==> config.mk <==
export PLATFORM = sky130hd
export DESIGN_NAME = exc_entry_seq
export DESIGN_NICKNAME = d
export VERILOG_FILES = /design/src/rtl/exc_seq_pkg.sv /design/src/rtl/exc_prio_pick.sv /design/src/rtl/exc_trace_flag.sv /design/src/rtl/exc_entry_fsm.sv /design/src/rtl/exc_entry_seq.sv
export SDC_FILE = /design/constraint.sdc
export NUM_CORES = 1
export LEC_CHECK = 0
export ABC_AREA = 1
export BUFFER_PORTS_ARGS = -buffer_cell sky130_fd_sc_hd__buf_4
export CAP_MARGIN = 20
export CORE_AREA = 2 2 136 138
export CTS_CLUSTER_DIAMETER = 40
export CTS_CLUSTER_SIZE = 40
export DETAILED_ROUTE_END_ITERATION = 16
export DIE_AREA = 0 0 138 140
export PLACE_DENSITY = 0.73
export SYNTH_ARGS = -nofsm -noshare
export SYNTH_HDL_FRONTEND = slang
export SYNTH_SLANG_ARGS = --single-unit
export TNS_END_PERCENT = 30
==> constraint.sdc <==
create_clock -name clk -period 2.35 [get_ports clk]
set_input_delay 0.3525 -clock clk [delete_from_list [all_inputs] [get_ports clk]]
set_output_delay 0.3525 -clock clk [all_outputs]
set_load 0.01 [all_outputs]
==> src/rtl/exc_seq_pkg.sv <==
package exc_seq_pkg;
  typedef enum logic [2:0] {
    ST_IDLE    = 3'd0,
    ST_MODE    = 3'd1,
    ST_PUSH_PC = 3'd2,
    ST_PUSH_SR = 3'd3,
    ST_FETCH   = 3'd4,
    ST_DONE    = 3'd5
  } seq_state_t;
endpackage

==> src/rtl/exc_prio_pick.sv <==
module exc_prio_pick #(
  parameter int NSRC   = 5,
  parameter int PRIO_W = 3,
  parameter int VEC_W  = 8
) (
  input  logic [NSRC-1:0]        valid,
  input  logic [NSRC*PRIO_W-1:0] prio_flat,
  input  logic [NSRC*VEC_W-1:0]  vec_flat,
  output logic                   any,
  output logic [NSRC-1:0]        onehot,
  output logic [VEC_W-1:0]       vec_sel
);
  logic [PRIO_W-1:0] prio_a [NSRC];
  logic [VEC_W-1:0]  vec_a  [NSRC];

  for (genvar g = 0; g < NSRC; g++) begin : g_unpack
    assign prio_a[g] = prio_flat[g*PRIO_W +: PRIO_W];
    assign vec_a[g]  = vec_flat[g*VEC_W +: VEC_W];
  end

  // Strictly-greater compare keeps the lowest index on ties.
  always_comb begin
    logic [PRIO_W-1:0] best;
    any     = 1'b0;
    onehot  = '0;
    vec_sel = '0;
    best    = '0;
    for (int i = 0; i < NSRC; i++) begin
      if (valid[i] && (!any || prio_a[i] > best)) begin
        any     = 1'b1;
        best    = prio_a[i];
        onehot  = '0;
        onehot[i] = 1'b1;
        vec_sel = vec_a[i];
      end
    end
  end
endmodule

==> src/rtl/exc_trace_flag.sv <==
module exc_trace_flag #(
  parameter int SR_W  = 16,
  parameter int T_BIT = 15
) (
  input  logic            clk,
  input  logic            rst_n,
  input  logic            instr_done,
  input  logic [SR_W-1:0] cur_sr,
  input  logic            taken,
  output logic            pending
);
  logic set_now;
  logic pend_d;

  assign set_now = instr_done & cur_sr[T_BIT];

  always_comb begin
    pend_d = set_now | (pending & ~taken);
  end

  always_ff @(posedge clk or negedge rst_n) begin
    if (!rst_n) pending <= 1'b0;
    else        pending <= pend_d;
  end

  AST_TRACE_RAISED: assert property (@(posedge clk) disable iff (!rst_n)
    (instr_done && cur_sr[T_BIT]) |=> pending);
endmodule

==> src/rtl/exc_entry_fsm.sv <==
module exc_entry_fsm
  import exc_seq_pkg::*;
#(
  parameter int NSRC  = 5,
  parameter int VEC_W = 8,
  parameter int AW    = 32,
  parameter int SR_W  = 16,
  parameter int S_BIT = 13,
  parameter int T_BIT = 15
) (
  input  logic             clk,
  input  logic             rst_n,
  input  logic             pick_any,
  input  logic [NSRC-1:0]  pick_onehot,
  input  logic [VEC_W-1:0] pick_vec,
  input  logic [AW-1:0]    cur_pc,
  input  logic [SR_W-1:0]  cur_sr,
  input  logic [AW-1:0]    cur_ssp,
  output logic [NSRC-1:0]  grant,
  output logic             busy,
  output logic             sr_wr,
  output logic [SR_W-1:0]  new_sr,
  output logic             mem_wr_req,
  output logic [AW-1:0]    mem_wr_addr,
  output logic [AW-1:0]    mem_wr_data,
  input  logic             mem_wr_ack,
  output logic             mem_rd_req,
  output logic [AW-1:0]    mem_rd_addr,
  input  logic             mem_rd_ack,
  input  logic [AW-1:0]    mem_rd_data,
  output logic             pc_wr,
  output logic [AW-1:0]    pc_val,
  output logic             ssp_wr,
  output logic [AW-1:0]    ssp_val
);
  localparam logic [AW-1:0] SLOT   = AW'(4);
  localparam logic [AW-1:0] FRAME  = AW'(8);
  localparam int            PAD_SR = AW - SR_W;
  localparam int            PAD_VA = AW - VEC_W - 2;

  seq_state_t       state_q, state_d;
  logic             accept;
  logic             cap_en;
  logic             hdl_en;
  logic [NSRC-1:0]  grant_d;
  logic [SR_W-1:0]  sr_q;
  logic [AW-1:0]    pc_q;
  logic [AW-1:0]    ssp_q;
  logic [VEC_W-1:0] vec_q;
  logic [AW-1:0]    hdl_q;

  assign accept = (state_q == ST_IDLE) && pick_any;
  assign cap_en = accept;
  assign hdl_en = (state_q == ST_FETCH) && mem_rd_ack;

  always_comb begin
    state_d = state_q;
    unique case (state_q)
      ST_IDLE:    if (pick_any)   state_d = ST_MODE;
      ST_MODE:                    state_d = ST_PUSH_PC;
      ST_PUSH_PC: if (mem_wr_ack) state_d = ST_PUSH_SR;
      ST_PUSH_SR: if (mem_wr_ack) state_d = ST_FETCH;
      ST_FETCH:   if (mem_rd_ack) state_d = ST_DONE;
      ST_DONE:                    state_d = ST_IDLE;
      default:                    state_d = ST_IDLE;
    endcase
    grant_d = accept ? pick_onehot : '0;
  end

  always_ff @(posedge clk or negedge rst_n) begin
    if (!rst_n) begin
      state_q <= ST_IDLE;
      grant   <= '0;
    end else begin
      state_q <= state_d;
      grant   <= grant_d;
    end
  end

  always_ff @(posedge clk or negedge rst_n) begin
    if (!rst_n) begin
      sr_q  <= '0;
      pc_q  <= '0;
      ssp_q <= '0;
      vec_q <= '0;
    end else if (cap_en) begin
      sr_q  <= cur_sr;
      pc_q  <= cur_pc;
      ssp_q <= cur_ssp;
      vec_q <= pick_vec;
    end
  end

  always_ff @(posedge clk or negedge rst_n) begin
    if (!rst_n)      hdl_q <= '0;
    else if (hdl_en) hdl_q <= mem_rd_data;
  end

  always_comb begin
    new_sr        = sr_q;
    new_sr[S_BIT] = 1'b1;
    new_sr[T_BIT] = 1'b0;
  end

  assign busy        = (state_q != ST_IDLE);
  assign sr_wr       = (state_q == ST_MODE);
  assign mem_wr_req  = (state_q == ST_PUSH_PC) || (state_q == ST_PUSH_SR);
  assign mem_wr_addr = (state_q == ST_PUSH_SR) ? (ssp_q - FRAME) : (ssp_q - SLOT);
  assign mem_wr_data = (state_q == ST_PUSH_SR) ? {{PAD_SR{1'b0}}, sr_q} : pc_q;
  assign mem_rd_req  = (state_q == ST_FETCH);
  assign mem_rd_addr = {{PAD_VA{1'b0}}, vec_q, 2'b00};
  assign pc_wr       = (state_q == ST_DONE);
  assign pc_val      = hdl_q;
  assign ssp_wr      = (state_q == ST_DONE);
  assign ssp_val     = ssp_q - FRAME;

  AST_RESET_QUIET: assert property (@(posedge clk)
    $rose(rst_n) |-> !busy && !mem_wr_req && !mem_rd_req && !pc_wr);
  AST_GRANT_ONEHOT: assert property (@(posedge clk) disable iff (!rst_n)
    $onehot0(grant));
  AST_SR_ONLY_MODE_BITS: assert property (@(posedge clk) disable iff (!rst_n)
    (grant != '0) |-> ((new_sr ^ $past(cur_sr)) & ~((SR_W'(1) << S_BIT) | (SR_W'(1) << T_BIT))) == '0);
  AST_PORTS_EXCLUSIVE: assert property (@(posedge clk) disable iff (!rst_n)
    !(mem_wr_req && mem_rd_req));
  AST_PC_AFTER_READ: assert property (@(posedge clk) disable iff (!rst_n)
    pc_wr |-> $past(mem_rd_req && mem_rd_ack));
  AST_WR_HOLD: assert property (@(posedge clk) disable iff (!rst_n)
    (mem_wr_req && !mem_wr_ack) |=> mem_wr_req && $stable(mem_wr_addr) && $stable(mem_wr_data));
  AST_RD_HOLD: assert property (@(posedge clk) disable iff (!rst_n)
    (mem_rd_req && !mem_rd_ack) |=> mem_rd_req && $stable(mem_rd_addr));
  AST_ACCESS_BUSY: assert property (@(posedge clk) disable iff (!rst_n)
    (mem_wr_req || mem_rd_req || pc_wr || sr_wr) |-> busy);
endmodule

==> src/rtl/exc_entry_seq.sv <==
module exc_entry_seq #(
  parameter int              NUM_REQ    = 4,
  parameter int              PRIO_W     = 3,
  parameter int              VEC_W      = 8,
  parameter int              AW         = 32,
  parameter int              SR_W       = 16,
  parameter int              S_BIT      = 13,
  parameter int              T_BIT      = 15,
  parameter logic [VEC_W-1:0]  TRACE_VEC  = 8'd9,
  parameter logic [PRIO_W-1:0] TRACE_PRIO = 3'd1
) (
  input  logic                      clk,
  input  logic                      rst_n,
  input  logic [NUM_REQ-1:0]        req_valid,
  input  logic [NUM_REQ*PRIO_W-1:0] req_prio,
  input  logic [NUM_REQ*VEC_W-1:0]  req_vec,
  input  logic                      instr_done,
  input  logic [AW-1:0]             cur_pc,
  input  logic [SR_W-1:0]           cur_sr,
  input  logic [AW-1:0]             cur_ssp,
  output logic [NUM_REQ:0]          grant,
  output logic                      busy,
  output logic                      sr_wr,
  output logic [SR_W-1:0]           new_sr,
  output logic                      mem_wr_req,
  output logic [AW-1:0]             mem_wr_addr,
  output logic [AW-1:0]             mem_wr_data,
  input  logic                      mem_wr_ack,
  output logic                      mem_rd_req,
  output logic [AW-1:0]             mem_rd_addr,
  input  logic                      mem_rd_ack,
  input  logic [AW-1:0]             mem_rd_data,
  output logic                      pc_wr,
  output logic [AW-1:0]             pc_val,
  output logic                      ssp_wr,
  output logic [AW-1:0]             ssp_val
);
  localparam int NSRC = NUM_REQ + 1;

  logic                   trace_pend;
  logic [NSRC-1:0]        all_valid;
  logic [NSRC*PRIO_W-1:0] all_prio;
  logic [NSRC*VEC_W-1:0]  all_vec;
  logic                   pick_any;
  logic [NSRC-1:0]        pick_onehot;
  logic [VEC_W-1:0]       pick_vec;

  assign all_valid = {trace_pend, req_valid};
  assign all_prio  = {TRACE_PRIO, req_prio};
  assign all_vec   = {TRACE_VEC, req_vec};

  exc_trace_flag #(.SR_W(SR_W), .T_BIT(T_BIT)) u_trace (
    .clk        (clk),
    .rst_n      (rst_n),
    .instr_done (instr_done),
    .cur_sr     (cur_sr),
    .taken      (grant[NSRC-1]),
    .pending    (trace_pend)
  );

  exc_prio_pick #(.NSRC(NSRC), .PRIO_W(PRIO_W), .VEC_W(VEC_W)) u_pick (
    .valid     (all_valid),
    .prio_flat (all_prio),
    .vec_flat  (all_vec),
    .any       (pick_any),
    .onehot    (pick_onehot),
    .vec_sel   (pick_vec)
  );

  exc_entry_fsm #(
    .NSRC(NSRC), .VEC_W(VEC_W), .AW(AW), .SR_W(SR_W), .S_BIT(S_BIT), .T_BIT(T_BIT)
  ) u_fsm (
    .clk         (clk),
    .rst_n       (rst_n),
    .pick_any    (pick_any),
    .pick_onehot (pick_onehot),
    .pick_vec    (pick_vec),
    .cur_pc      (cur_pc),
    .cur_sr      (cur_sr),
    .cur_ssp     (cur_ssp),
    .grant       (grant),
    .busy        (busy),
    .sr_wr       (sr_wr),
    .new_sr      (new_sr),
    .mem_wr_req  (mem_wr_req),
    .mem_wr_addr (mem_wr_addr),
    .mem_wr_data (mem_wr_data),
    .mem_wr_ack  (mem_wr_ack),
    .mem_rd_req  (mem_rd_req),
    .mem_rd_addr (mem_rd_addr),
    .mem_rd_ack  (mem_rd_ack),
    .mem_rd_data (mem_rd_data),
    .pc_wr       (pc_wr),
    .pc_val      (pc_val),
    .ssp_wr      (ssp_wr),
    .ssp_val     (ssp_val)
  );
endmodule

==> key figures <==
Status
  • Status: finished, violations left
  • Violated checks: negative setup slack

Logic synthesis
  • Number of synthesized register bits: 129
  • Xor/xnor cell area share of the yosys netlist: 5.86%
  • Syn avg cell area: 7.66 µm²
  • Simple-Gate Fraction of Synth Area: 27.2%
  • Fraction of synthesized area in multiplexers: 4.84%
  • Register area share after synthesis: 43.3%
  • Post-synth EDFFs: 0
  • Asr flop ratio synth: 100%
  • Synth Area in Compound Gates: 5.64%
  • Yosys cell types: 39
  • Largest family of logic cells by synthesized area: simple AND/OR/NAND/NOR gates
  • Top FF cell, synth: dfrtp_1
  • Syn Inst Count: 972
  • YS warnings: 0
  • Post-Synth Adder-Cell Area: 2.02%
  • Mapped Area: 0.00745 mm²

STA
  • Final min period: 3340 ps
  • Fin crit share: 142%
  • RSZ-0062 raised after global routing: yes
  • Endpoints failing setup: 51
  • Total Neg Setup Slack: -20360 ps
  • Clk_skew: 14.6 ps
  • FMAX: 299 MHz
  • Post-route setup slack: -992 ps
  • Hold Fails Final Rpt: 0
  • Final Slew Violations: 0

Floorplanning
  • Die area: 0.0193 mm²
  • Starting density of the core: 41.9%
  • Die Wd: 138 µm
  • Die Y: 140 µm
  • Std-Cell Rows: 49
  • IO Pins: 352
  • Core area: 0.0178 mm²

Critical path
  • Startpoint types: primary input
  • CP peak stage delay: 270 ps
  • Most used cell, CP: nand2_2
  • Crit Path Max Fanout: 6
  • WS Path Type: in -> reg
  • Slowest cell on crit path: ha_4
  • Setup crit end kind: register
  • CP arrival: 3650 ps
  • CP Depth: 31
  • CP bufs+invs: 4
  • Top Family by Delay on Critical Path: simple AND/OR/NAND/NOR gates
  • CP required: 2660 ps
  • Reg2reg path depth: 8

Clocking
  • Worst skew pair latency: 420 ps
  • CTS tree: yes
  • Total CTS buffers: 17
  • Clock Tree Buf Depth: 2
  • H-tree levels: 4
  • Register clock-pin slew on the reported worst setup and hold paths: 60 ps
  • Root Driver: clkbuf_16
  • Num Clock Sinks: 129

Worst hold path
  • Worst Hold Class: in -> reg
  • Hold path depth: 3

Route
  • M1 wire length: 9870 µm
  • Met2 WL: 14400 µm
  • Detailed Route WL: 27400 µm
  • Antenna Violating Nets Remaining: 0
  • Drt pass-1 iters: 6
  • Vias: 8004
  • Residual DRC count: 0
  • Top sig layer: met4
  • WL per Instance: 16.9 µm
  • Initial drt markers: 467
  • Wire length on met3: 2190 µm
  • Vias per cell: 4.95

Global routing
  • Largest net degree at the start of global routing: 65
  • Grt ovf: 0
  • First-pass GRT wire length: 40100 µm
  • Initial antenna violation count: 1
  • Total Routing Usage GR: 26.0%
  • Number of global-route vias before repair: 7840

Placement
  • Port Buffers: 325
  • Post-DP HPWL: 18900 µm
  • Routability cong.: 0.914
  • Inst Count DP: 1536

Pwr
  • Maximum VDD drop: 0.000808 V
  • Pleak: 0.00646 µW
  • PwrDens: 1390 mW/mm²

Final layout
  • Layout cells sized above 1: 50.7%
  • Synth-to-Final Area Change: 65.6%
  • Final #Nets: 1550
  • FILL cells: 1363
  • Non-filler cells, final: 1616

Flow run
  • Max Cap Violations: 0
## metal layers
| metal | global-route usage [%] | up-vias |
|---|---|---|
| met1 | 28.9 | 3822 |
| met5 | 0 | - |
| li1 | - | 3737 |
| met2 | 47.1 | 375 |
| met4 | 9.45 | 0 |
| met3 | 7.69 | 70 |
## cells by family (layout without fill, tap and decap cells)
| kind of cell | Yosys count | in the layout |
|---|---|---|
| adder cells (fa/ha/maj) | 12 | 12 |
| AO/OA/AOI/OAI | 76 | 76 |
| AND/OR/NAND/NOR | 504 | 506 |
| flip-flops | 129 | 129 |
| buffers and inverters | 168 | 556 |
| other | 2 | 27 |
| XOR/XNOR | 49 | 49 |
| multiplexers | 32 | 32 |
## worst register-to-register path, stage by stage, from the launching register on
cell     delay [ps]
dfrtp_1         410
nor2_1          110
inv_1            60
nor2_1          170
nand2_2         130
inv_4           350
buf_12          290
nand3_1         160
nor2_1          130
## report_power, final
group,internal (µW),switching [µW]
clock network,1830,1060
logic,4610,5360
registers,3310,924
## sequential cells by signal, indices dropped and copies added (netlist names)
signal and count:
u_fsm.vec_q 8, u_fsm.sr_q 16, u_fsm.grant 5, u_fsm.pc_val 32, u_fsm.state_q 3, u_fsm.ssp_q 32
u_fsm.pc_q 32, u_trace.pending 1
## layout by cell type (no fill, tap or decap), types with 17 or more instances in the layout
master,Yosys,layout
buf_4,48,415
buf_6,0,17
clkbuf_16,0,17
conb_1,2,26
dfrtp_1,129,118
inv_1,81,63
inv_2,5,22
mux2_2,32,32
nand2_1,354,310
nand2_2,3,29
nand2_4,0,17
nand3_2,3,18
nor2_1,96,59
nor2_2,5,20
nor2_4,2,24
o21ai_0,47,41
xor2_1,38,23
## synth_stat cells, types with 2 or more instances
| cell type | instances | area [µm²] |
|---|---|---|
| nand4_1 | 4 | 25.0 |
| xnor2_1 | 10 | 87.6 |
| mux2_2 | 32 | 360 |
| a21oi_1 | 12 | 60.1 |
| buf_1 | 3 | 11.3 |
| nor2_4 | 2 | 22.5 |
| buf_2 | 7 | 35.0 |
| nor2_2 | 5 | 31.3 |
| nand3_2 | 3 | 30.0 |
| o221ai_1 | 3 | 26.3 |
| clkbuf_1 | 24 | 90.1 |
| ha_1 | 12 | 150 |
| nand3_1 | 29 | 145 |
| inv_1 | 81 | 304 |
| xor2_1 | 38 | 333 |
| nand2_1 | 354 | 1330 |
| inv_2 | 5 | 18.8 |
| buf_4 | 48 | 360 |
| conb_1 | 2 | 7.51 |
| o21ai_0 | 47 | 235 |
| nand2_2 | 3 | 18.8 |
| o21ai_1 | 2 | 10.0 |
| nor2_1 | 96 | 360 |
| a211oi_1 | 6 | 45.0 |
| nor3_1 | 2 | 10.0 |
| dfrtp_1 | 129 | 3230 |
## final timing paths
kind,slack (ps),end,startpoint
max,-990,u_fsm.vec_q[6]$_DFFE_PN0P_,req_valid[0]
min,120,u_fsm.pc_q[2]$_DFFE_PN0P_,cur_pc[2]
max reg2reg,470,u_fsm.grant[1]$_DFF_PN0_,u_fsm.state_q[0]$_DFFE_PN0P_
min reg2reg,480,u_fsm.pc_q[15]$_DFFE_PN0P_,u_fsm.pc_q[15]$_DFFE_PN0P_
max in group asynchronous,1190,u_fsm.pc_q[31]$_DFFE_PN0P_,rst_n
min in group asynchronous,390,u_fsm.ssp_q[5]$_DFFE_PN0P_,rst_n
## layout make-up
cell class,instances,area (µm²),area share (%)
sequential,129,3240,26.3
timing repair buffer,438,3420,27.7
multi-input combinational,701,4420,35.9
inverter,86,325,2.64
tap,229,287,2.32
clock buffer,19,443,3.59
clock inverter,13,196,1.59
antenna,1,2.50,0.0203
## timing repair
action,CTS,global route
buffers inserted,14,29
hold buffers,1,0
hold endpoints to repair,31,0
pin swaps,41,55
endpoints found under the setup margin,57,77
resized for setup,102,127
cloned,3,0
## metrics by stage
step / util [%] / hold slack [ps] / worst slack (ps) / cell area [µm²] / total power, µW
finish: 69.4 / 116 / -992 / 12300 / 17100
CTS: 65.3 / 101 / -727 / 11600 / 16000
global placement: 58.8 / 263 / -1320 / 10500 / 12400
detailed placement: 58.8 / 267 / -1470 / 10500 / 12600
global route: 69.4 / 108 / -1190 / 12300 / 18100
floorplan: - / 56.9 / -971 / 7680 / 8540
Note: power is estimated with default switching activity, not from simulation.
